File: src/rtl/mench_pkg.sv
package mench_pkg;
  typedef enum logic [1:0] {
    ST_IDLE = 2'd0,
    ST_PRE  = 2'd1,
    ST_SYNC = 2'd2,
    ST_DATA = 2'd3
  } enc_state_e;

  // sync spans three bit periods, split into 3 high and 3 low half cells
  localparam int unsigned SYNC_BITS = 3;
endpackage

File: src/rtl/mench_timebase.sv
module mench_timebase #(
  parameter int unsigned FAST_DIV = 16,
  parameter int unsigned SLOW_DIV = 32,
  localparam int unsigned CW = $clog2(SLOW_DIV)
) (
  input  logic clk_i,
  input  logic rst_ni,
  input  logic slow_i,
  output logic bit_end_o,
  output logic mid_o,
  output logic late_o
);
  localparam logic [CW-1:0] LIM_F = CW'(FAST_DIV - 1);
  localparam logic [CW-1:0] LIM_S = CW'(SLOW_DIV - 1);

  logic [CW-1:0] cnt_q, lim;

  assign lim = slow_i ? LIM_S : LIM_F;

  // free-running; >= covers a rate change in the middle of a bit
  always_ff @(posedge clk_i or negedge rst_ni) begin
    if (!rst_ni) cnt_q <= '0;
    else if (cnt_q >= lim) cnt_q <= '0;
    else cnt_q <= cnt_q + 1'b1;
  end

  assign bit_end_o = (cnt_q >= lim);
  assign mid_o     = (cnt_q == (lim >> 1));
  assign late_o    = (cnt_q > (lim >> 1));
endmodule

File: src/rtl/mench_sequencer.sv
module mench_sequencer
  import mench_pkg::*;
#(
  parameter int unsigned PRE_BITS = 8,
  localparam int unsigned MAXB = (PRE_BITS > SYNC_BITS) ? PRE_BITS : SYNC_BITS,
  localparam int unsigned IW = $clog2(MAXB)
) (
  input  logic          clk_i,
  input  logic          rst_ni,
  input  logic          cts_i,
  input  logic          bit_end_i,
  output enc_state_e    state_o,
  output logic [IW-1:0] idx_o
);
  enc_state_e    state_q;
  logic [IW-1:0] idx_q;

  always_ff @(posedge clk_i or negedge rst_ni) begin
    if (!rst_ni) begin
      state_q <= ST_IDLE;
      idx_q   <= '0;
    end else if (cts_i) begin
      state_q <= ST_IDLE;
      idx_q   <= '0;
    end else if (bit_end_i) begin
      unique case (state_q)
        ST_IDLE: begin
          state_q <= ST_PRE;
          idx_q   <= '0;
        end
        ST_PRE: begin
          if (idx_q == IW'(PRE_BITS - 1)) begin
            state_q <= ST_SYNC;
            idx_q   <= '0;
          end else begin
            idx_q <= idx_q + 1'b1;
          end
        end
        ST_SYNC: begin
          if (idx_q == IW'(SYNC_BITS - 1)) begin
            state_q <= ST_DATA;
            idx_q   <= '0;
          end else begin
            idx_q <= idx_q + 1'b1;
          end
        end
        default: state_q <= ST_DATA;
      endcase
    end
  end

  assign state_o = state_q;
  assign idx_o   = idx_q;
endmodule

File: src/rtl/mench_shaper.sv
module mench_shaper
  import mench_pkg::*;
#(
  parameter int unsigned IW = 3
) (
  input  logic          clk_i,
  input  logic          rst_ni,
  input  logic          nrz_i,
  input  logic          mid_i,
  input  logic          bit_end_i,
  input  logic          late_i,
  input  enc_state_e    state_i,
  input  logic [IW-1:0] idx_i,
  output logic          tx_p_o,
  output logic          tx_n_o,
  output logic          bclk_o
);
  logic smp_q, cur_q;
  logic lvl, active;

  // sample at the bit clock fall, send during the next period
  always_ff @(posedge clk_i or negedge rst_ni) begin
    if (!rst_ni) begin
      smp_q <= 1'b0;
      cur_q <= 1'b0;
    end else begin
      if (mid_i)     smp_q <= nrz_i;
      if (bit_end_i) cur_q <= smp_q;
    end
  end

  always_comb begin
    lvl    = 1'b1;
    active = 1'b1;
    unique case (state_i)
      ST_IDLE: active = 1'b0;
      ST_PRE:  lvl = !late_i;
      ST_SYNC: lvl = ({idx_i, late_i} < (IW+1)'(SYNC_BITS));
      ST_DATA: lvl = late_i ? cur_q : !cur_q;
      default: active = 1'b0;
    endcase
  end

  assign tx_p_o = lvl;
  assign tx_n_o = active ? !lvl : 1'b1;
  assign bclk_o = active & !late_i;
endmodule

File: src/rtl/mench_encoder.sv
module mench_encoder
  import mench_pkg::*;
#(
  parameter int unsigned FAST_DIV = 16,
  parameter int unsigned SLOW_DIV = 32,
  parameter int unsigned PRE_BITS = 8,
  localparam int unsigned MAXB = (PRE_BITS > SYNC_BITS) ? PRE_BITS : SYNC_BITS,
  localparam int unsigned IW = $clog2(MAXB)
) (
  input  logic clk_i,
  input  logic rst_ni,
  input  logic speed_i,
  input  logic cts_i,
  input  logic nrz_i,
  output logic bclk_o,
  output logic tx_p_o,
  output logic tx_n_o
);
  logic          bit_end, mid, late;
  enc_state_e    state;
  logic [IW-1:0] idx;

  mench_timebase #(
    .FAST_DIV(FAST_DIV),
    .SLOW_DIV(SLOW_DIV)
  ) u_tb (
    .clk_i    (clk_i),
    .rst_ni   (rst_ni),
    .slow_i   (speed_i),
    .bit_end_o(bit_end),
    .mid_o    (mid),
    .late_o   (late)
  );

  mench_sequencer #(
    .PRE_BITS(PRE_BITS)
  ) u_seq (
    .clk_i    (clk_i),
    .rst_ni   (rst_ni),
    .cts_i    (cts_i),
    .bit_end_i(bit_end),
    .state_o  (state),
    .idx_o    (idx)
  );

  mench_shaper #(
    .IW(IW)
  ) u_shp (
    .clk_i    (clk_i),
    .rst_ni   (rst_ni),
    .nrz_i    (nrz_i),
    .mid_i    (mid),
    .bit_end_i(bit_end),
    .late_i   (late),
    .state_i  (state),
    .idx_i    (idx),
    .tx_p_o   (tx_p_o),
    .tx_n_o   (tx_n_o),
    .bclk_o   (bclk_o)
  );
endmodule

File: config.mk
export PLATFORM = sky130hd
export DESIGN_NAME = mench_encoder
export DESIGN_NICKNAME = d
export VERILOG_FILES = /design/src/rtl/mench_pkg.sv /design/src/rtl/mench_timebase.sv /design/src/rtl/mench_sequencer.sv /design/src/rtl/mench_shaper.sv /design/src/rtl/mench_encoder.sv
export SDC_FILE = /design/constraint.sdc
export NUM_CORES = 1
export LEC_CHECK = 0
export ABC_AREA = 1
export BUFFER_PORTS_ARGS = -buffer_cell sky130_fd_sc_hd__buf_2
export CAP_MARGIN = 20
export CORE_UTILIZATION = 55
export CTS_CLUSTER_DIAMETER = 80
export DETAILED_ROUTE_END_ITERATION = 12
export HOLD_SLACK_MARGIN = 0.05
export PLACE_DENSITY = 0.77
export SYNTH_ARGS = -nofsm -noshare
export SYNTH_HDL_FRONTEND = slang
export SYNTH_HIERARCHICAL = 1
export SYNTH_SLANG_ARGS = --single-unit
File: constraint.sdc
create_clock -name clk_i -period 1.9 [get_ports clk_i]
set_clock_uncertainty 0.05 [all_clocks]
set_input_delay 0.285 -clock clk_i [delete_from_list [all_inputs] [get_ports clk_i]]
set_output_delay 0.285 -clock clk_i [all_outputs]
set_load 0.005 [all_outputs]
==> results.txt, run 1 <==
----------------------------------------------------
[Timing]
  Final hold violation count ... 0
  Endpoints failing setup ... 2
  Unrepaired setup endpoints after global routing ... true
  Pins over their slew limit ... 0
  Sum of negative setup slack ... -0.2379 ns
  Post-route fraction of the period consumed by the critical path ... 1.063
  Timing-limited maximum frequency ... 495.1 MHz
  Worst slew margin relative to its limit ... 0.8037
  Final setup margin ... -0.1196 ns
  Min Tclk post-route ... 2.020 ns
  Worst Tran Pin Value ... a little under 0.3 ns

[Synth]
  Post-Syn Nets ... 133
  Synthesized area ... 854.6 um2
  Asr flop ratio synth ... 1.000
  Cell with the most instances after synthesis ... sky130_fd_sc_hd__nand2_1
  Number of enable-type register cells in the synthesized netlist ... 0
  Cell accounting for the most synthesized area ... sky130_fd_sc_hd__dfrtp_1
  Yosys top cell area share ... 0.3514
  Average cell area after synthesis ... 7.181 um2
  Synth cell count leaders ... sky130_fd_sc_hd__nand2_1 (34), sky130_fd_sc_hd__inv_1 (21), sky130_fd_sc_hd__dfrtp_1 (12), sky130_fd_sc_hd__nor2_1 (12), sky130_fd_sc_hd__ha_1 (9)
  Cell types occupying the most area after synthesis ... sky130_fd_sc_hd__dfrtp_1 (35%), sky130_fd_sc_hd__nand2_1 (15%), sky130_fd_sc_hd__ha_1 (13%)
  Post-Synthesis Cells ... 119
  Count of distinct cell types in the synthesized netlist ... 19
  Warnings, synthesis ... 6
  Synthesis-stage register bit count ... 12
  Primary flip-flop cell chosen by synthesis mapping ... sky130_fd_sc_hd__dfrtp_1
  Register area share after synthesis ... 0.3514

[Clocking]
  Clock-pin transition on the worst setup and hold timing paths ... 0.07 ns
  Root buffer cell ... sky130_fd_sc_hd__clkbuf_4
  Largest buffer count on any clock path ... 2
  Number of buffers inserted during clock tree synthesis ... 3
  Latest clock arrival within the worst-skew pair ... 0.26 ns
  Number of levels the H-tree was split into ... 1
  Clock tree sinks ... 12
  Clock tree from TritonCTS ... yes

[Finish]
  Final instance area ... roughly 1100 um2
  Share of cells above drive strength 1 ... 0.2971
  Sequential cell area ... ~300 um2
  Area grow syn2layout ... 25.18%
  Area occupied by multi-input gates ... 536.8 um2
  Final net count ... 154
  Filler instances ... 112
  ANT cells ... 0

[Detailed routing]
  Avg WL per Cell ... 10.78 um
  Number of DRC markers in iteration 0 ... 18
  Total wire length ... around 1700 um
  Iteration count of the initial detailed-routing pass ... 6
  Detailed-route via count ... 790
  Number of nets with antenna violations after detailed routing ... 0
  Routed via count divided by cell count ... 5.163
  Number of DRC violations after detailed routing ... 0

[Global route]
  Total grt overflow ... 0
  Vias in the first global route ... 747
  Total GRT Usage ... 0.2100
  Pin count of the biggest net entering global routing ... 13
  Number of antenna violations at the first check in global routing ... 0
  Wire length of the first global-routing pass ... 2884 um

[Power]
  Static Leakage ... 0.5710 nW
  IR Drop Worst-Case VDD ... 0.7694 mV
  Power per standard cell area ... between 1000 and 1500 nW/um2

[Floorplan]
  Row count ... 13
  Placeable core region ... 1366 um2
  I/O pin total ... 8
  Initial core utilization ... 0.6255
  Die ar. ... 1715 um2
  Floorplan die width ... 41.42 um
  Die height ... 41.42 um

[Setup path]
  Critical Path AT ... 1.68 ns
  Endpoint type of the worst setup path ... output port
  Required arrival time at the worst endpoint ... 1.56 ns
  Crit path launch type ... flop
  Maximum fanout along the worst path ... 6
  Type of the setup path with the least slack ... flop to output port

[Place]
  Total half-perimeter wirelength after legalization and detailed placement ... between 1000 and 1500 um
  # port buffers ... 7
  Placed Instance Area ... 930.9 um2
  Global placer's final weighted congestion ... 0.8857

[Run]
  Maximum Capacitance Violations ... 0

[Run status]
  Violated checks ... setup timing
  Status ... finished with violations

[Worst hold path]
  Hold Crit Class ... primary input to flop

----------------------------------------------------
[what timing repair did]
item	CTS	global route
hold buffers	1	0
pin swaps	6	11
endpoints found under the setup margin	3	3
endpoints found under the hold margin	12	0
buffers inserted	4	2
gates resized for setup	5	11
[flip-flops by register name, summed over array words and instances (netlist names)]
| name | count |
|---|---|
| u_seq/state_o | 2 |
| u_seq/idx_o | 3 |
| u_shp/cur_q | 1 |
| u_tb/cnt_q | 5 |
| u_shp/smp_q | 1 |
[worst paths after layout]
path,slack [ns],startpoint,to,depth (start not counted)
worst max-delay path,-0.12,u_tb/cnt_q[3],tx_n_o,8
worst min-delay path,0.20,nrz_i,u_shp/smp_q,2
worst max register to register,0.14,u_tb/cnt_q[3],u_shp/smp_q,8
worst min register to register,0.43,u_shp/smp_q,u_shp/cur_q,2
max in group asynchronous,1.21,rst_ni,u_seq/idx_o[0],2
min in group asynchronous,0.37,rst_ni,u_shp/cur_q,2
[per-stage QoR]
stage / cells / utilization / hold WS [ns] / power, W / setup slack [ns]
2_1_floorplan: 119 / - / -0.06059 / 0.0009346 / 0.1580
3_3_place_gp: 144 / 0.6813 / 0.1249 / 0.001114 / 0.09883
3_5_place_dp: 144 / 0.6813 / 0.1295 / 0.001138 / 0.04649
4_1_cts: 151 / 0.7335 / 0.1960 / 0.001328 / -0.1441
5_1_grt: 153 / 0.7830 / 0.2033 / 0.001604 / -0.2161
6_report: 153 / 0.7830 / 0.2023 / 0.001450 / -0.1196
[layer usage]
layer,track usage,part of all wire
met3,0.01304,0.015
met2,0.3813,0.53
met1,0.2583,0.44
met5,0,0
met4,0.07742,0.0079
[kinds of logic after synthesis]
family	Yosys count	share of synthesized area
and+or+nand+nor	65	0.3382
adders and majority gates	9	0.1318
muxes	1	0.01318
DFF	12	0.3514
xor gates and xnor gates	1	0.01025
AOI/OAI and AO/OA	8	0.05417
buffers and inverters	23	0.1010
[cell usage in the layout (no fill, tap or decap)]
master,netlist,routed
sky130_fd_sc_hd__nand2_1,34,30
sky130_fd_sc_hd__inv_1,21,19
sky130_fd_sc_hd__dfrtp_1,12,12
sky130_fd_sc_hd__nor2_1,12,11
sky130_fd_sc_hd__buf_4,0,8
sky130_fd_sc_hd__buf_2,0,7
sky130_fd_sc_hd__ha_1,9,7
sky130_fd_sc_hd__nand3_1,7,6
sky130_fd_sc_hd__nand2_2,2,5
sky130_fd_sc_hd__inv_2,2,4
sky130_fd_sc_hd__nand4_1,4,4
sky130_fd_sc_hd__clkbuf_4,0,3
sky130_fd_sc_hd__nor2_2,3,3
sky130_fd_sc_hd__nand3_2,2,3
sky130_fd_sc_hd__o21ai_0,2,2
sky130_fd_sc_hd__a21oi_1,3,2
sky130_fd_sc_hd__ha_4,0,2
sky130_fd_sc_hd__dlygate4sd3_1,0,1
sky130_fd_sc_hd__o21ai_2,1,1
sky130_fd_sc_hd__nor3_2,0,1
sky130_fd_sc_hd__mux2_2,1,1
sky130_fd_sc_hd__xnor2_1,1,1
sky130_fd_sc_hd__o211ai_1,1,1
sky130_fd_sc_hd__nor2_4,0,1
sky130_fd_sc_hd__nand2_4,0,1
sky130_fd_sc_hd__a21oi_4,0,1
sky130_fd_sc_hd__o21ai_1,1,1
[layout make-up]
cell class / instances / area share
Multi-Input combinational cell: 84 / 0.5018
Sequential cell: 12 / 0.2807
Timing Repair Buffer: 16 / 0.09825
Inverter: 23 / 0.08070
Clock buffer: 3 / 0.02105
Tap cell: 15 / 0.01754
[power by group]
group | internal, W | switching, W | total, W
Sequential | 0.000350 | 0.000126 | 0.000476
Combinational | 0.000371 | 0.000455 | 0.000825
Clock | 0.0000731 | 0.0000752 | 0.000148
[worst max-delay path: stages (launching register included)]
cell	delay, ns
sky130_fd_sc_hd__dfrtp_1	0.42
sky130_fd_sc_hd__ha_4	0.30
sky130_fd_sc_hd__nand2_4	0.05
sky130_fd_sc_hd__a21oi_4	0.24
sky130_fd_sc_hd__nand2_2	0.09
sky130_fd_sc_hd__nand3_1	0.08
sky130_fd_sc_hd__nand2_1	0.07
sky130_fd_sc_hd__nor2_2	0.07
sky130_fd_sc_hd__buf_2	0.11
Power figures use the tool's default switching activity.
==> inputs of run 2 (changes only) <==
--- a/config.mk
+++ b/config.mk
@@ -5,7 +5,6 @@
 export SDC_FILE = /design/constraint.sdc
 export NUM_CORES = 1
 export LEC_CHECK = 0
-export ABC_AREA = 1
 export BUFFER_PORTS_ARGS = -buffer_cell sky130_fd_sc_hd__buf_2
 export CAP_MARGIN = 20
 export CORE_UTILIZATION = 55
==> run 2 against run 1 <==
Compared with the run above:
- the run still ends with setup timing left
- critical endpoint unchanged
- critical path type unchanged
- wire length down 3.8%
- non-clock buffer count up 3
- die area down 9.5%
==> results.txt, run 2 <==
----------------------------------------------------
[Run status]
  Status ... finished with violations
  Violated checks ... setup timing

[Global route]
  Wire length of the first global-routing pass ... 2380 um
  Met2 global-route usage ... 0.4262
  Global Route met1 Usage ... 0.2698
  Layer with the highest usage ... met2
  Total grt overflow ... 0
  Vias in the first global route ... 562
  Pin count of the biggest net entering global routing ... 13
  Global-route met3 utilization ... 0.05114
  Total GRT Usage ... 0.2398
  Number of antenna violations at the first check in global routing ... 0

[Finish]
  Non-filler cells in the finished layout ... 117
  Share of cells above drive strength 1 ... 0.3235
  Commonest cells after routing, fill and taps aside ... sky130_fd_sc_hd__nor2_1 (12), sky130_fd_sc_hd__dfrtp_1 (12), sky130_fd_sc_hd__buf_4 (11)
  ANT cells ... 0
  Final net count ... 117
  Max FFs per register ... 5
  Largest Register ... u_tb/cnt_q
  Area grow syn2layout ... 28.13%

[Synth]
  Post-Syn Nets ... 93
  Primary flip-flop cell chosen by synthesis mapping ... sky130_fd_sc_hd__dfrtp_1
  Warnings, synthesis ... 6
  Register area share after synthesis ... 0.3902
  Number of enable-type register cells in the synthesized netlist ... 0
  Synthesized area ... 769.5 um2
  Cell accounting for the most synthesized area ... sky130_fd_sc_hd__dfrtp_1
  Cell types occupying the most area after synthesis ... sky130_fd_sc_hd__dfrtp_1 (39%), sky130_fd_sc_hd__ha_1 (15%), sky130_fd_sc_hd__mux2_2 (5.9%)
  Synth cell count leaders ... sky130_fd_sc_hd__dfrtp_1 (12), sky130_fd_sc_hd__nor2_1 (12), sky130_fd_sc_hd__ha_1 (9)
  Yosys top cell area share ... 0.3902
  Count of distinct cell types in the synthesized netlist ... 21
  Asr flop ratio synth ... 1.000
  Post-Synthesis Cells ... 79
  Synthesis-stage register bit count ... 12
  Average cell area after synthesis ... 9.740 um2

[Timing]
  Min Tclk post-route ... 2.220 ns
  Worst slew margin relative to its limit ... 0.7602
  Pins over their slew limit ... 0
  Final hold violation count ... 0
  Endpoints failing setup ... 2
  Worst Tran Pin Value ... between 0.3 and 0.4 ns
  Final setup margin ... -0.3201 ns
  Timing-limited maximum frequency ... 450.4 MHz
  Post-route fraction of the period consumed by the critical path ... 1.168
  Unrepaired setup endpoints after global routing ... true

[Setup path]
  Critical register-to-register path startpoint ... u_tb/cnt_q[4]
  Slack of the worst reg-to-reg path ... 0.12 ns
  Crit path launch type ... flop
  Type of the setup path with the least slack ... flop to output port
  End of the critical path ... tx_n_o
  Startpoint of the worst setup timing path ... u_tb/cnt_q[3]
  Endpoint type of the worst setup path ... output port
  Maximum fanout along the worst path ... 5
  Critical Path AT ... 1.89 ns
  Required arrival time at the worst endpoint ... 1.56 ns
  Path depth of the worst reg2reg path ... 6
  R2R Path End ... u_seq/state_o[1]

[Power]
  Total power ... 0.001214 W
  IR Drop Worst-Case VDD ... 0.9295 mV
  Static Leakage ... 0.4564 nW
  Power per standard cell area ... 1231 nW/um2

[Detailed routing]
  Routed via count divided by cell count ... about 5.5
  Number of DRC violations after detailed routing ... 0
  Total wire length ... ~1600 um
  Number of nets with antenna violations after detailed routing ... 0
  Detailed-route via count ... 648
  Number of DRC markers in iteration 0 ... 16
  Avg WL per Cell ... ~14 um
  Iteration count of the initial detailed-routing pass ... 4

[Floorplan]
  Floorplan die width ... slightly below 40 um
  Initial core utilization ... 0.5913
  I/O pin total ... 8
  Die ar. ... 1553 um2
  Row count ... 13
  Placeable core region ... roughly 1300 um2
  Die height ... 39.41 um

[Worst hold path]
  Number of instances on the worst hold path ... 2
  Hold Crit Class ... primary input to flop

[Place]
  Global placer's final weighted congestion ... just over 0.7
  # port buffers ... 7
  Total placed cells including tap cells ... 111
  Total half-perimeter wirelength after legalization and detailed placement ... ~1100 um
  Placement-stage worst setup slack ... -0.1852 ns

[Clocking]
  Number of levels the H-tree was split into ... 1
  Clock-pin transition on the worst setup and hold timing paths ... around 0.07 ns
  Clock tree sinks ... 12
  Largest buffer count on any clock path ... 2
  Clock tree from TritonCTS ... yes
  Number of buffers inserted during clock tree synthesis ... 3
  Latest clock arrival within the worst-skew pair ... 0.27 ns
  Root buffer cell ... sky130_fd_sc_hd__clkbuf_4

[Run]
  Maximum Capacitance Violations ... 0

----------------------------------------------------
-- run 2: how the worst min path moves through the flow --
stage / endpoint / start / slack (ns)
6_report: u_shp/smp_q / nrz_i / 0.22
5_1_grt: u_shp/smp_q / nrz_i / 0.21
4_1_cts: u_shp/smp_q / nrz_i / 0.19
3_5_place_dp: u_tb/cnt_q[1] / rst_ni / 0.13
3_3_place_gp: u_tb/cnt_q[3] / rst_ni / 0.12
2_1_floorplan: u_seq/idx_o[0] / rst_ni / -0.06
-- run 2: timing repair --
action	4_1_cts	5_1_grt
setup endpoints to repair	3	3
pin swaps	7	5
setup buffers	1	1
endpoints found under the hold margin	12	0
gates resized for setup	3	3
hold buffers	1	0
-- run 2: layout make-up --
type / count / area [um2]
well taps: 15 / 18.77
clock buffers: 4 / 36.28
multi-input cells: 60 / 476.7
flip-flops and latches: 12 / 300.3
inverters: 7 / 26.28
fillers: 101 / 315.3
repair buffers: 19 / 127.6
-- run 2: routing by layer --
layer  part of all wire  wire length [um]
met1               0.44               703
met2               0.52               833
met3              0.026                41
met5                  0                 0
met4             0.0057                 9
-- run 2: power by group --
part | internal (W) | switching [W] | total (W)
combinational | 0.000308 | 0.000296 | 0.000605
sequential | 0.000338 | 0.0000760 | 0.000414
clock | 0.000116 | 0.0000792 | 0.000195
total | 0.000763 | 0.000451 | 0.00121
-- run 2: per-stage QoR --
step	TNS, ns	hold WS, ns	instance area, um2	utilization
after floorplan	0	-0.06059	769.5	-
after global routing	-1.004	0.2075	985.9	0.7577
final	-0.6264	0.2243	985.9	0.7577
after CTS	-0.7370	0.1908	967.2	0.7433
after detailed placement	-0.3314	0.1282	898.4	0.6904
after global placement	-0.2685	0.1233	898.4	0.6904
-- run 2: cell families after synthesis --
kind of cell / after synthesis / share of synthesized area
buf+inv: 7 / 0.03415
simple gates: 29 / 0.2016
compound gates: 15 / 0.1349
flops: 12 / 0.3902
mux: 4 / 0.05853
xor+xnor: 3 / 0.03415
fa+ha+maj: 9 / 0.1463
-- run 2: worst max-delay path: stages, from the launching register on --
cell and delay [ns]:
sky130_fd_sc_hd__dfrtp_1 0.41, sky130_fd_sc_hd__ha_4 0.27, sky130_fd_sc_hd__and4b_2 0.25, sky130_fd_sc_hd__a21oi_4 0.06, sky130_fd_sc_hd__a211oi_4 0.27, sky130_fd_sc_hd__nand3b_1 0.09
sky130_fd_sc_hd__and3_1 0.14, sky130_fd_sc_hd__buf_2 0.12
